## config.mk

```make
export PLATFORM = sky130hd
export DESIGN_NAME = npc_unit
export DESIGN_NICKNAME = d
export VERILOG_FILES = /design/src/rtl/npc_pkg.sv /design/src/rtl/npc_decode.sv /design/src/rtl/npc_cond.sv /design/src/rtl/npc_target.sv /design/src/rtl/npc_unit.sv
export SDC_FILE = /design/constraint.sdc
export NUM_CORES = 1
export LEC_CHECK = 0
export BUFFER_PORTS_ARGS = -buffer_cell sky130_fd_sc_hd__buf_2
export CAP_MARGIN = 20
export CORE_MARGIN = 1
export CORE_UTILIZATION = 55
export DETAILED_ROUTE_END_ITERATION = 8
export GPL_TIMING_DRIVEN = 1
export PLACE_DENSITY = 0.83
export SLEW_MARGIN = 15
export SYNTH_ARGS = -nofsm -noshare
export SYNTH_HDL_FRONTEND = slang
export SYNTH_SLANG_ARGS = --single-unit
```

## constraint.sdc

```tcl
create_clock -name clk_i -period 1.4 [get_ports clk_i]
set_input_delay 0 -clock clk_i [delete_from_list [all_inputs] [get_ports clk_i]]
set_output_delay 0 -clock clk_i [all_outputs]
set_load 0.01 [all_outputs]
```

## src/rtl/npc_pkg.sv

```systemverilog
package npc_pkg;

   typedef enum logic [3:0] {
      K_SEQ,
      K_ABS_JMP,
      K_ABS_CALL,
      K_LONG_JMP,
      K_LONG_CALL,
      K_SHORT,
      K_JC,
      K_JNC,
      K_JZ,
      K_JNZ,
      K_JB,
      K_JNB,
      K_JBC,
      K_CJNE,
      K_DJNZ,
      K_IND
   } xfer_kind_e;

endpackage

```

## src/rtl/npc_decode.sv

```systemverilog
module npc_decode
   import npc_pkg::*;
(
   input  logic [7:0]  opcode_i,
   output xfer_kind_e  kind_o
);

   always_comb begin
      kind_o = K_SEQ;
      casez (opcode_i)
         8'b???0_0001: kind_o = K_ABS_JMP;
         8'b???1_0001: kind_o = K_ABS_CALL;
         8'h02:        kind_o = K_LONG_JMP;
         8'h12:        kind_o = K_LONG_CALL;
         8'h80:        kind_o = K_SHORT;
         8'h40:        kind_o = K_JC;
         8'h50:        kind_o = K_JNC;
         8'h60:        kind_o = K_JZ;
         8'h70:        kind_o = K_JNZ;
         8'h20:        kind_o = K_JB;
         8'h30:        kind_o = K_JNB;
         8'h10:        kind_o = K_JBC;
         8'b1011_01??: kind_o = K_CJNE;
         8'b1011_1???: kind_o = K_CJNE;
         8'hD5:        kind_o = K_DJNZ;
         8'b1101_1???: kind_o = K_DJNZ;
         8'h73:        kind_o = K_IND;
         default:      kind_o = K_SEQ;
      endcase
   end

endmodule

```

## src/rtl/npc_cond.sv

```systemverilog
module npc_cond
   import npc_pkg::*;
#(
   parameter int DW = 8
) (
   input  xfer_kind_e    kind_i,
   input  logic          cy_i,
   input  logic [DW-1:0] acc_i,
   input  logic          bit_i,
   input  logic [DW-1:0] lhs_i,
   input  logic [DW-1:0] rhs_i,
   input  logic [DW-1:0] cnt_i,
   output logic          taken_o,
   output logic          bit_clr_o,
   output logic          cy_o,
   output logic [DW-1:0] cnt_o
);

   logic acc_zero;
   logic differ;
   logic below;

   assign acc_zero = (acc_i == '0);
   assign differ   = (lhs_i != rhs_i);
   assign below    = (lhs_i < rhs_i);
   assign cnt_o    = cnt_i - DW'(1);

   always_comb begin
      unique case (kind_i)
         K_SEQ:   taken_o = 1'b0;
         K_JC:    taken_o = cy_i;
         K_JNC:   taken_o = !cy_i;
         K_JZ:    taken_o = acc_zero;
         K_JNZ:   taken_o = !acc_zero;
         K_JB:    taken_o = bit_i;
         K_JNB:   taken_o = !bit_i;
         K_JBC:   taken_o = bit_i;
         K_CJNE:  taken_o = differ;
         K_DJNZ:  taken_o = (cnt_o != '0);
         default: taken_o = 1'b1;
      endcase
   end

   assign bit_clr_o = (kind_i == K_JBC) && bit_i;
   assign cy_o      = (kind_i == K_CJNE) ? below : cy_i;

endmodule

```

## src/rtl/npc_target.sv

```systemverilog
module npc_target
   import npc_pkg::*;
#(
   parameter int AW    = 16,
   parameter int DW    = 8,
   parameter int ABS_W = 11,
   localparam int PAGE_W = ABS_W - DW
) (
   input  xfer_kind_e        kind_i,
   input  logic [AW-1:0]     pc_i,
   input  logic [1:0]        len_i,
   input  logic [PAGE_W-1:0] page_i,
   input  logic [DW-1:0]     opa_i,
   input  logic [DW-1:0]     opb_i,
   input  logic [DW-1:0]     acc_i,
   input  logic [AW-1:0]     dptr_i,
   output logic [AW-1:0]     seq_o,
   output logic [AW-1:0]     tgt_o
);

   logic [DW-1:0] disp;
   logic [AW-1:0] disp_ext;
   logic [AW-1:0] abs_tgt;
   logic [AW-1:0] long_tgt;
   logic [AW-1:0] rel_tgt;
   logic [AW-1:0] ind_tgt;

   assign seq_o    = pc_i + AW'(len_i);
   assign disp     = (len_i == 2'd3) ? opb_i : opa_i;
   assign disp_ext = {{(AW-DW){disp[DW-1]}}, disp};
   assign rel_tgt  = seq_o + disp_ext;
   assign abs_tgt  = {seq_o[AW-1:ABS_W], page_i, opa_i};
   assign long_tgt = {opa_i, opb_i};
   assign ind_tgt  = dptr_i + {{(AW-DW){1'b0}}, acc_i};

   always_comb begin
      unique case (kind_i)
         K_SEQ:                   tgt_o = seq_o;
         K_ABS_JMP, K_ABS_CALL:   tgt_o = abs_tgt;
         K_LONG_JMP, K_LONG_CALL: tgt_o = long_tgt;
         K_IND:                   tgt_o = ind_tgt;
         default:                 tgt_o = rel_tgt;
      endcase
   end

endmodule

```

## src/rtl/npc_unit.sv

```systemverilog
module npc_unit
   import npc_pkg::*;
#(
   parameter int AW    = 16,
   parameter int DW    = 8,
   parameter int ABS_W = 11,
   localparam int PAGE_W = ABS_W - DW
) (
   input  logic          clk_i,
   input  logic          rst_ni,
   input  logic          step_i,
   input  logic [AW-1:0] pc_i,
   input  logic [7:0]    opcode_i,
   input  logic [1:0]    len_i,
   input  logic [DW-1:0] opa_i,
   input  logic [DW-1:0] opb_i,
   input  logic [DW-1:0] acc_i,
   input  logic [AW-1:0] dptr_i,
   input  logic          cy_i,
   input  logic          bit_i,
   input  logic [DW-1:0] cmp_lhs_i,
   input  logic [DW-1:0] cmp_rhs_i,
   input  logic [DW-1:0] cnt_i,
   output logic          valid_o,
   output logic [AW-1:0] npc_o,
   output logic          taken_o,
   output logic          call_o,
   output logic [AW-1:0] ret_addr_o,
   output logic          bit_clr_o,
   output logic          cy_o,
   output logic [DW-1:0] cnt_o
);

   generate
      if (ABS_W <= DW || PAGE_W > 3) begin : g_bad_page
         $error("npc_unit: page field must be 1..3 opcode bits");
      end
      if (AW != 2 * DW) begin : g_bad_long
         $error("npc_unit: long target needs AW equal to two operand bytes");
      end
      if (ABS_W >= AW) begin : g_bad_abs
         $error("npc_unit: in-page field must be narrower than the address");
      end
   endgenerate

   xfer_kind_e    kind;
   logic          taken_d;
   logic          clr_d;
   logic          cy_d;
   logic [DW-1:0] cnt_d;
   logic [AW-1:0] seq_d;
   logic [AW-1:0] tgt_d;
   logic          call_d;

   npc_decode i_decode (
      .opcode_i (opcode_i),
      .kind_o   (kind)
   );

   npc_cond #(.DW(DW)) i_cond (
      .kind_i    (kind),
      .cy_i      (cy_i),
      .acc_i     (acc_i),
      .bit_i     (bit_i),
      .lhs_i     (cmp_lhs_i),
      .rhs_i     (cmp_rhs_i),
      .cnt_i     (cnt_i),
      .taken_o   (taken_d),
      .bit_clr_o (clr_d),
      .cy_o      (cy_d),
      .cnt_o     (cnt_d)
   );

   npc_target #(.AW(AW), .DW(DW), .ABS_W(ABS_W)) i_target (
      .kind_i (kind),
      .pc_i   (pc_i),
      .len_i  (len_i),
      .page_i (opcode_i[7 -: PAGE_W]),
      .opa_i  (opa_i),
      .opb_i  (opb_i),
      .acc_i  (acc_i),
      .dptr_i (dptr_i),
      .seq_o  (seq_d),
      .tgt_o  (tgt_d)
   );

   assign call_d = (kind == K_ABS_CALL) || (kind == K_LONG_CALL);

   always_ff @(posedge clk_i or negedge rst_ni) begin
      if (!rst_ni) begin
         valid_o <= 1'b0;
      end else begin
         valid_o <= step_i;
      end
   end

   always_ff @(posedge clk_i or negedge rst_ni) begin
      if (!rst_ni) begin
         npc_o      <= '0;
         taken_o    <= 1'b0;
         call_o     <= 1'b0;
         ret_addr_o <= '0;
         bit_clr_o  <= 1'b0;
         cy_o       <= 1'b0;
         cnt_o      <= '0;
      end else if (step_i) begin
         npc_o      <= taken_d ? tgt_d : seq_d;
         taken_o    <= taken_d;
         call_o     <= call_d;
         ret_addr_o <= seq_d;
         bit_clr_o  <= clr_d;
         cy_o       <= cy_d;
         cnt_o      <= cnt_d;
      end
   end

endmodule

```

==> impl_metrics.csv, run 1 <==
group,metric,value,unit
status,status,"did not finish",
status,failed_stage,"5_1_grt",
status,firstError,"[ERROR GRT-0232] Routing congestion too high. Check the congestion heatmap in the GUI.",
synthesis,synth_top_area_share,25.5,%
synthesis,synthCells,521,
synthesis,syn_area_per_cell,8.48,sq um
placement,place_area,6510,sq um
floorplan,die_x,91.6,um
synthesis,ys_top_cells_by_area,"dfrtp_1 (25%), ha_1 (9.9%), mux2_2 (7.1%)",
synthesis,synth_warnings,0,
synthesis,synth_flop_cell,"dfrtp_1",
cts,h-tree-depth,2,
synthesis,synth_area_leader_cell,"dfrtp_1",
cts,cts.root.buffer_cell,"clkbuf_8",
grt,gr-total-overflow,1087,
synthesis,synth_edf_count,0,
placement,post-dp-hpwl,13300,um
placement,dp_cells,904,
floorplan,die_h,91.6,um
timing,worst-ep-kind,"register input",
synthesis,syn-cell-area,4420,sq um
synthesis,syn_nets,654,
floorplan,rows,32,
synthesis,synth-seq-area-share,25.5,%
cts,clock_path_buffers,2,
floorplan,start_util,56.9,%
grt,grt_usage,104,%
synthesis,yosysUniqueCellTypes,64,
synthesis,ys_ff_latch,45,
cts,cts.sink_count,45,
grt,grt_start_max_net_pins,46,
floorplan,ios,140,
cts,cts_made_buffers,5,
placement,portBuffers,139,
placement,gp_congestion,0.942,
timing,crit_endpoint,"npc_o[15]$_DFFE_PN0P_/D",
synthesis,async_reset_ff_share,100,%
-- cells by family after synthesis --
logic type / count (synthesis) / synth area share, %
compound gates: 139 / 21.2
buf+inv: 56 / 5.38
mux: 32 / 8.04
xor+xnor: 50 / 10.2
flops: 45 / 25.5
simple gates: 161 / 18.4
fa+ha+maj: 38 / 11.3
-- synth_stat cells, types with 10 or more instances --
cell type / number
o21a_1: 10
a222oi_1: 11
nand2_1: 26
a21oi_1: 43
mux2_2: 28
nor2_1: 53
inv_1: 33
dfrtp_1: 45
xor2_1: 16
clkbuf_1: 14
nand3_1: 18
ha_1: 35
o21ai_0: 26
xnor2_1: 33
-- metal layers --
metal / overflow / global-route usage, %
met1: 11 / 88.9
met5: 0 / 8.33
met4: 233 / 122
met3: 8 / 67.2
met2: 835 / 151
-- per-stage QoR --
| stage | utilization [%] | setup WS, ns |
|---|---|---|
| after global placement | 83.8 | -2.25 |
| after floorplan | - | -2.08 |
| after detailed placement | 83.8 | -2.40 |
| after CTS | 90.9 | -1.86 |
-- repair_timing --
action | CTS
setup buffers | 16
resized for setup | 70
hold buffers | 1
hold endpoints to repair | 45
pin swaps | 53
setup endpoints to repair | 25
==> inputs of run 2 (changes only) <==
--- a/config.mk
+++ b/config.mk
@@ -8,10 +8,10 @@
 export BUFFER_PORTS_ARGS = -buffer_cell sky130_fd_sc_hd__buf_2
 export CAP_MARGIN = 20
 export CORE_MARGIN = 1
-export CORE_UTILIZATION = 55
+export CORE_UTILIZATION = 40
 export DETAILED_ROUTE_END_ITERATION = 8
 export GPL_TIMING_DRIVEN = 1
-export PLACE_DENSITY = 0.83
+export PLACE_DENSITY_LB_ADDON = 0.15
 export SLEW_MARGIN = 15
 export SYNTH_ARGS = -nofsm -noshare
 export SYNTH_HDL_FRONTEND = slang
==> run 2 against run 1 <==
Compared with the run above: the flow now finishes, with violations (negative setup slack); area after synthesis unchanged; synthesized cell count is the same.
==> impl_metrics.csv, run 2 <==
group,metric,value,unit
cts,path_clk_slew,0.10,ns
grt,grt_pass1_vias,5267,
drt,drtIter0Drc,327,
critical_path,critical_path.endpoint_type,"register",
drt,wirelength,17400,um
timing,fin_crit,3.38,ns
synthesis,yosysUniqueCellTypes,64,
synthesis,synth_most_common_cell,"nor2_1",
layout,final_common_cell,"buf_4",
layout,reg_top3,"npc_o x16, ret_addr_o x16, cnt_o x8",
grt,gr-total-overflow,0,
timing,fin_skew,0,ns
synthesis,synth_common_cells,"nor2_1 (53), dfrtp_1 (45), a21oi_1 (43), ha_1 (35)",
layout,syn2layout_area_growth,70.8,%
status,failed_checks,"negative setup slack",
grt,grt_pass1_wl,25400,um
timing,fmax,296,MHz
grt,grt_antenna_before_repair,0,
grt,grt_usage,28.7,%
synthesis,synthCells,521,
cts,clk_latency,0.31,ns
synthesis,ys_top_cells_by_area,"dfrtp_1 (25%), ha_1 (9.9%), mux2_2 (7.1%)",
synthesis,synth_top_area_share,25.5,%
critical_path,cpPeakStageDelay,0.33,ns
drt,wl_per_cell,17.7,um
critical_path,crit_required,1.63,ns
power,cellLeakagePower,3.63,nW
synthesis,async_reset_ff_share,100,%
placement,gp_congestion,0.913,
status,status,"finished with violations",
timing,hold-worst-slack,0.0758,ns
placement,post-dp-hpwl,12800,um
critical_path,worstPathCellList,"buf_8, ha_4, inv_2, fa_2, nand3b_1, nor2_2, and3_4, nand3_4, xor2_2, inv_1, ha_2, or2_4, o32a_1, and4_1, a221o_1, o31ai_2, xnor2_1, a31o_2, a221oi_2",
min_path,holdCritPathClass,"in2reg",
grt,grt_start_max_net_pins,46,
timing,rsz0062_at_grt,"yes",
synthesis,syn_nets,654,
synthesis,synth_area_leader_cell,"dfrtp_1",
layout,antennaDiodeCount,0,
floorplan,die_x,107,um
drt,post_drt_via_cell_ratio,5.46,
cts,clock_path_buffers,2,
cts,cts_tree,"yes",
timing,worstMarginPinSlew,0.621,ns
layout,layout.nets,975,
floorplan,die_area,11500,sq um
timing,worst_slack,-1.98,ns
critical_path,arrival,3.62,ns
synthesis,synth_warnings,0,
cts,cts.sink_count,45,
placement,place_ws,-2.37,ns
layout,final_util,69.9,%
critical_path,path_class,"in2reg",
timing,drv_slew,0,
floorplan,coreArea,10800,sq um
cts,cts_made_buffers,5,
floorplan,ios,140,
critical_path,crit-reg2reg-launch,"ret_addr_o[4]",
cts,h-tree-depth,2,
critical_path,cp-start-kind,"primary input",
critical_path,crit_path_top_delay_cell,"fa_2",
timing,relSlewSlack,58.6,%
min_path,min_from,"step_i",
synthesis,ys_ff_latch,45,
timing,setup_viol,24,
power,vdd_drop_max,0.439,mV
synthesis,synth-seq-area-share,25.5,%
drt,vias,5359,
floorplan,rows,38,
floorplan,start_util,40.9,%
drt,drc,0,
synthesis,synth_edf_count,0,
layout,final_cell_mix,"buf_4 (164), buf_2 (134), nor2_1 (49)",
timing,post-route-period-util,242,%
synthesis,syn_area_per_cell,8.48,sq um
power,power_density,731,nW/um^2
timing,hold_viol,0,
cts,cts.root.buffer_cell,"clkbuf_8",
layout,drive_above_1_share,53.8,%
drt,ant_nets,0,
floorplan,die_h,107,um
synthesis,synth_flop_cell,"dfrtp_1",
job,maxCapViolations,0,
critical_path,critPathMaxFanout,2,
drt,dr.pass1.iters,8,
placement,portBuffers,139,
critical_path,crit_start,"len_i[0]",
synthesis,syn-cell-area,4420,sq um
layout,fillers,835,
==> run 2: cell counts after synthesis <==
No cell type changed its count.
==> run 2: through the flow <==
stage	power [mW]	instances	TNS, ns	area [sq um]
after CTS	5.26	960	-20.28	7120
after floorplan	2.84	521	-21.77	4540
after global placement	3.95	943	-31.29	6580
final	5.52	982	-24.03	7550
after global routing	5.84	982	-26.22	7550
after detailed placement	3.98	943	-31.78	6580
==> run 2: area by class of cell <==
class	count	area, sq um	area share [%]
well taps	140	175	2.32
multi-input cells	420	3650	48.4
clock inverters	2	35.0	0.464
clock buffers	5	68.8	0.912
flip-flops and latches	45	1130	14.9
repair buffers	337	2360	31.3
inverters	33	124	1.64
==> run 2: timing repair <==
action	CTS	global route
setup buffers	12	26
endpoints found under the hold margin	45	0
pin swaps	57	43
hold buffers	1	0
setup endpoints to repair	25	26
resized for setup	74	59
==> run 2: kinds of logic (layout without fill, tap and decap cells) <==
| group | count (synthesis) | in the layout | synth area share (%) |
|---|---|---|---|
| mux | 32 | 32 | 8.04 |
| compound gates | 139 | 139 | 21.2 |
| xor+xnor | 50 | 50 | 10.2 |
| simple gates | 161 | 161 | 18.4 |
| buf+inv | 56 | 377 | 5.38 |
| flops | 45 | 45 | 25.5 |
| fa+ha+maj | 38 | 38 | 11.3 |
==> run 2: routing by layer <==
metal  routed length, um  up-vias  global-route usage, %  share of wire [%]
li1                    -     2550                      -                  -
met1                6570     2555                   32.1                 38
met2                9250      200                   54.3                 53
met3                 897       54                   4.26                5.2
met4                 640        0                   10.7                3.7
met5                   0        -                      0                  0
==> run 2: critical path: cells and delay by family <==
family / cells / cell delay [ns]
fa+ha+maj: 3 / 0.65
compound gates: 5 / 1.37
xor+xnor: 2 / 0.29
buf+inv: 3 / 0.18
simple gates: 6 / 1.12
==> run 2: worst paths after layout <==
kind,endpoint,slack [ns],cells past startpoint
setup / recovery,npc_o[15],-1.98,19
min in group asynchronous,cnt_o[2],0.33,3
setup reg to reg,ret_addr_o[4],0.60,1
hold / removal,npc_o[9],0.08,2
hold reg to reg,npc_o[11],0.49,1
max in group asynchronous,npc_o[10],0.64,3
==> run 2: where the power goes <==
group	internal (mW)	total, mW	switching [mW]
Clock	0.520	1.00	0.484
Sequential	1.47	1.56	0.0958
Combinational	1.56	2.95	1.39
Total	3.55	5.52	1.97
Note: power is estimated with default switching activity, not from simulation.
==> inputs of run 3 (changes only) <==
--- a/config.mk
+++ b/config.mk
@@ -5,6 +5,7 @@
 export SDC_FILE = /design/constraint.sdc
 export NUM_CORES = 1
 export LEC_CHECK = 0
+export ABC_AREA = 1
 export BUFFER_PORTS_ARGS = -buffer_cell sky130_fd_sc_hd__buf_2
 export CAP_MARGIN = 20
 export CORE_MARGIN = 1
@@ -12,6 +13,7 @@
 export DETAILED_ROUTE_END_ITERATION = 8
 export GPL_TIMING_DRIVEN = 1
 export PLACE_DENSITY_LB_ADDON = 0.15
+export RECOVER_POWER = 50
 export SLEW_MARGIN = 15
 export SYNTH_ARGS = -nofsm -noshare
 export SYNTH_HDL_FRONTEND = slang
==> run 3 against run 2 <==
Compared with the run above: the flow finishes with violations (negative hold slack, negative setup slack); clock skew did not move; critical path depth rose by 6; hold slack got worse by 0.077 ns; die area rose by 12%; flip-flop and latch count did not move; largest cell class unchanged; synthesized cell count rose by 49%; sequential share of layout area fell by 1.4 points; highest routed layer unchanged; largest power group unchanged.
==> impl_metrics.csv, run 3 <==
group,metric,value,unit
status,status,"finished with violations",
status,failed_checks,"negative hold slack, negative setup slack",
drt,dr.pass1.iters,6,
critical_path,cp-start-kind,"primary input",
critical_path,arrival,2.68,ns
synthesis,synthCells,774,
timing,drv_slew,0,
placement,place_area,7220,sq um
floorplan,ios,140,
power,pwr-share-clk,20.5,%
timing,post-route-period-util,177,%
critical_path,crit_buf_inv,5,
timing,rsz0062_at_grt,"yes",
drt,post_drt_via_cell_ratio,5.16,
grt,grt_usage,29.0,%
timing,fin_crit,2.48,ns
critical_path,path_class,"in2reg",
placement,post-dp-hpwl,14400,um
layout,final_cell_mix,"nand2_1 (219), buf_4 (173), buf_2 (133)",
grt,grt_pass1_vias,6087,
placement,place_ws,-1.42,ns
cts,cts_tree,"yes",
critical_path,cpMostUsedCell,"nand2_1",
grt,busiest_layer,"met2",
power,power_density,725,nW/um^2
synthesis,synth_most_common_cell,"nand2_1",
critical_path,crit-reg2reg-launch,"npc_o[1]",
synthesis,synth_area_leader_cell,"dfrtp_1",
grt,grtUsageMet3,3.32,%
synthesis,synth_top_area_share,22.8,%
cts,cts.root.buffer_cell,"clkbuf_16",
critical_path,critPathMaxFanout,4,
cts,clock_path_buffers,2,
power,cellLeakagePower,4.30,nW
synthesis,syn_area_per_cell,6.38,sq um
critical_path,crit_start,"pc_i[0]",
synthesis,synth_common_cells,"nand2_1 (256), nor2_1 (88), inv_1 (72), nand3_1 (62), dfrtp_1 (45)",
layout,drive_above_1_share,48.7,%
timing,worst_slack,-1.08,ns
layout,syn2layout_area_growth,68.4,%
power,seqPwrFrac,25.8,%
timing,fmax,403,MHz
drt,ant_nets,0,
grt,grt_use_met1,40.1,%
critical_path,cp_top_family,"simple AND/OR/NAND/NOR gates",
synthesis,async_reset_ff_share,100,%
timing,setup_viol,20,
placement,portBuffers,139,
layout,final_common_cell,"nand2_1",
timing,fin_skew,0,ns
synthesis,syn_nets,907,
layout,reg_top3,"npc_o x16, ret_addr_o x16, cnt_o x8",
power,p_sw_share,38.9,%
grt,grt_pass1_wl,29200,um
layout,antennaDiodeCount,0,
synthesis,ys_ff_latch,45,
grt,gr-total-overflow,0,
timing,hold-worst-slack,-0.00131,ns
power,switchingPower,2.35,mW
floorplan,die_h,113,um
timing,relSlewSlack,46.0,%
synthesis,yosysUniqueCellTypes,47,
synthesis,synth_flop_cell,"dfrtp_1",
min_path,min_from,"bit_i",
floorplan,coreArea,12000,sq um
grt,grt_antenna_before_repair,0,
grt,gr-usage-met2,47.3,%
layout,final_area,8320,sq um
timing,worstMarginPinSlew,0.802,ns
cts,clk_latency,0.29,ns
job,maxCapViolations,0,
drt,drc,0,
synthesis,synth_edf_count,0,
floorplan,start_util,41.1,%
critical_path,crit_path_top_delay_cell,"fa_2",
floorplan,die_area,12800,sq um
cts,cts_made_buffers,5,
timing,hold_viol,1,
synthesis,ys_top_cells_by_area,"dfrtp_1 (23%), nand2_1 (19%), ha_1 (8.9%)",
drt,drtIter0Drc,524,
cts,path_clk_slew,0.07,ns
power,vdd_drop_max,0.392,mV
synthesis,syn-cell-area,4940,sq um
critical_path,critical_path.endpoint_type,"register",
drt,wirelength,19000,um
min_path,holdCritPathClass,"in2reg",
floorplan,die_x,113,um
grt,grt_start_max_net_pins,46,
synthesis,synth-seq-area-share,22.8,%
power,power.internal,3.69,mW
floorplan,rows,40,
synthesis,synth_warnings,0,
cts,cts.sink_count,45,
drt,vias,6460,
placement,gp_congestion,0.898,
critical_path,cpPeakStageDelay,0.41,ns
layout,layout.nets,1238,
drt,wl_per_cell,15.2,um
power,power_frac_comb,53.7,%
cts,h-tree-depth,2,
critical_path,crit_required,1.60,ns
==> run 3: area by class of cell <==
type                       instances  area, sq um
sequential                        45         1130
fill                            1057         3690
clock buffer                       5          125
tap                              147          184
clock inverter                     3         21.3
multi-input combinational        628         4150
timing repair buffer             339         2370
inverter                          86          343
==> run 3: timing repair <==
| item | in CTS | in global routing |
|---|---|---|
| setup endpoints to repair | 22 | 23 |
| endpoints found under the hold margin | 45 | 0 |
| buffers inserted | 21 | 8 |
| pin swaps | 69 | 57 |
| hold buffers | 1 | 0 |
| gates resized for setup | 109 | 80 |
==> run 3: worst reg2reg max path, cell delays in order (launching register included) <==
cell	delay, ns
dfrtp_1	0.39
nand2_1	0.09
o211ai_1	0.09
==> run 3: power groups by stage <==
stage / Clock (mW) / Sequential [mW] / Combinational (mW)
6_report: 1.24 / 1.56 / 3.24
3_5_place_dp: 0 / 1.58 / 2.54
4_1_cts: 1.24 / 1.56 / 2.99
3_3_place_gp: 0 / 1.57 / 2.53
5_1_grt: 1.30 / 1.57 / 3.48
2_1_floorplan: 0 / 1.64 / 1.21
==> run 3: worst paths after layout <==
check                                       to  slack (ns)  cells after the start
worst max-delay path                 npc_o[13]       -1.08                     25
worst min-delay path                 bit_clr_o      -0.001                      3
worst max register to register        npc_o[1]        0.72                      2
worst min register to register  ret_addr_o[12]        0.47                      2
max in group asynchronous        ret_addr_o[8]        0.58                      3
min in group asynchronous             cnt_o[5]        0.36                      3
==> run 3: cell families after synthesis <==
group	Yosys count	synth area share, %
XOR/XNOR	27	4.94
buffers and inverters	101	8.21
AND/OR/NAND/NOR	454	39.9
AO/OA/AOI/OAI	106	13.3
multiplexers	3	0.684
flip-flops	45	22.8
adder cells (fa/ha/maj)	38	10.1
==> run 3: routing by layer <==
| layer | part of all wire (%) | wire length (um) |
|---|---|---|
| met5 | 0 | 0 |
| met3 | 6.2 | 1170 |
| met2 | 46 | 8740 |
| met1 | 45 | 8630 |
| met4 | 2.4 | 454 |
==> run 3: through the flow <==
step	utilization (%)	power [mW]	hold slack, ns	TNS, ns	instances
5_1_grt	69.2	6.35	0.0165	-16.84	1253
2_1_floorplan	-	2.84	-0.296	-12.01	774
3_5_place_dp	60.1	4.11	0.00324	-21.45	1224
4_1_cts	66.6	5.79	0.00150	-13.05	1249
3_3_place_gp	60.1	4.10	0.00123	-20.56	1224
6_report	69.2	6.03	-0.00131	-14.76	1253
==> inputs of run 4 (changes only) <==
--- a/config.mk
+++ b/config.mk
@@ -5,7 +5,6 @@
 export SDC_FILE = /design/constraint.sdc
 export NUM_CORES = 1
 export LEC_CHECK = 0
-export ABC_AREA = 1
 export BUFFER_PORTS_ARGS = -buffer_cell sky130_fd_sc_hd__buf_2
 export CAP_MARGIN = 20
 export CORE_MARGIN = 1
==> run 4 against run 3 <==
Compared with the run above: the flow finishes with violations (negative setup slack); cell area down 9.8%; clock power down 19%; global-route usage down 0.32 points.
==> impl_metrics.csv, run 4 (synthesis results as in run 2) <==
group,metric,value,unit
status,status,"finished with violations",
status,failed_checks,"negative setup slack",
critical_path,crit_path_top_delay_cell,"fa_2",
cts,h-tree-depth,2,
timing,setup_viol,24,
power,power_frac_comb,53.1,%
cts,cts_made_buffers,5,
timing,fin_skew,0,ns
power,p_sw_share,36.1,%
layout,syn2layout_area_growth,69.8,%
job,maxCapViolations,0,
grt,gr-total-overflow,0,
timing,hold-worst-slack,0.0974,ns
layout,final_util,69.5,%
timing,worstMarginPinSlew,0.673,ns
power,vdd_drop_max,0.437,mV
cts,clock_path_buffers,2,
grt,grt_antenna_before_repair,0,
grt,grt_usage,28.7,%
power,seqPwrFrac,28.5,%
layout,final_area,7500,sq um
placement,dp_cells,943,
power,switchingPower,1.98,mW
timing,rsz0062_at_grt,"yes",
placement,post-dp-hpwl,12800,um
power,total_power,5.50,mW
power,power_density,733,nW/um^2
layout,layout.nets,975,
power,cellLeakagePower,3.54,nW
power,pwr-share-clk,18.4,%
floorplan,die_x,107,um
timing,setup_tns,-24.07,ns
critical_path,cp_top_family,"compound AO/OA/AOI/OAI gates",
drt,post_drt_via_cell_ratio,5.45,
drt,wl_per_cell,17.7,um
layout,final_common_cell,"buf_4",
cts,path_clk_slew,0.10,ns
cts,cts.root.buffer_cell,"clkbuf_8",
cts,cts.sink_count,45,
power,power.internal,3.52,mW
critical_path,cpPeakStageDelay,0.33,ns
floorplan,coreArea,10800,sq um
floorplan,die_h,107,um
timing,fmax,296,MHz
cts,clk_latency,0.31,ns
critical_path,path_class,"in2reg",
critical_path,crit_buf_inv,3,
floorplan,start_util,40.9,%
layout,antennaDiodeCount,0,
drt,wirelength,17400,um
grt,grt_pass1_vias,5267,
critical_path,arrival,3.62,ns
placement,place_ws,-2.37,ns
floorplan,die_area,11500,sq um
drt,dr.pass1.iters,7,
timing,drv_slew,0,
min_path,holdCritPathClass,"in2reg",
timing,worst_slack,-1.98,ns
drt,vias,5348,
layout,reg_top3,"npc_o x16, ret_addr_o x16, cnt_o x8",
critical_path,critical_path.endpoint_type,"register",
layout,fin_cells,982,
cts,cts_tree,"yes",
layout,final_cell_mix,"buf_4 (161), buf_2 (104), nor2_1 (49)",
floorplan,rows,38,
drt,drc,0,
drt,drtIter0Drc,353,
critical_path,crit_required,1.64,ns
timing,post-route-period-util,241,%
floorplan,ios,140,
grt,grt_start_max_net_pins,46,
placement,portBuffers,139,
timing,hold_viol,0,
critical_path,cp-start-kind,"primary input",
timing,fin_crit,3.38,ns
timing,relSlewSlack,55.1,%
grt,grt_pass1_wl,25400,um
placement,place_area,6580,sq um
drt,ant_nets,0,
placement,gp_congestion,0.913,
critical_path,worstPathCellList,"buf_8, ha_4, inv_2, fa_2, nand3b_1, nor2_2, and3_4, nand3_4, xor2_2, inv_1, ha_2, or2_4, o32a_1, and4_1, a221o_1, o31ai_2, xnor2_1, a31o_2, a221oi_2",
critical_path,critPathMaxFanout,2,
layout,drive_above_1_share,50.1,%
-- run 4: cell type report --
cell class                      count  area (sq um)
Fill cell                         857          3290
Sequential cell                    45          1130
Timing Repair Buffer              337          2320
Clock buffer                        5          68.8
Inverter                           33           124
Tap cell                          140           175
Clock inverter                      2          35.0
Multi-Input combinational cell    420          3650
-- run 4: repair_timing --
item	in CTS	in global routing
setup endpoints to repair	25	26
pin swaps	57	43
gates cloned	0	0
resized for setup	74	59
hold endpoints to repair	45	0
buffers inserted	12	26
hold buffers	1	0
-- run 4: final timing paths --
path / slack (ns) / endpoint / cells past startpoint / from
worst min register to register: 0.49 / npc_o[11] / 1 / npc_o[11]
worst max-delay path: -1.98 / npc_o[15] / 19 / len_i[0]
min in group asynchronous: 0.37 / cnt_o[2] / 3 / rst_ni
worst min-delay path: 0.1 / cnt_o[7] / 4 / cnt_i[7]
max in group asynchronous: 0.57 / npc_o[10] / 3 / rst_ni
worst max register to register: 0.60 / ret_addr_o[4] / 1 / ret_addr_o[4]
-- run 4: layer usage --
| metal | vias up | GRT usage [%] | share of wire, % |
|---|---|---|---|
| li1 | 2551 | - | - |
| met1 | 2548 | 32.1 | 38 |
| met2 | 196 | 54.3 | 53 |
| met3 | 53 | 4.26 | 5.1 |
| met4 | 0 | 10.7 | 3.6 |
| met5 | - | 0 | 0 |
-- run 4: power by group through the flow --
stage	clock, mW	combinational (mW)	sequential (mW)
finish	1.01	2.92	1.57
detailed placement	0	2.40	1.58
global placement	0	2.37	1.58
global route	1.09	3.14	1.58
CTS	1.04	2.66	1.56
floorplan	0	1.18	1.66
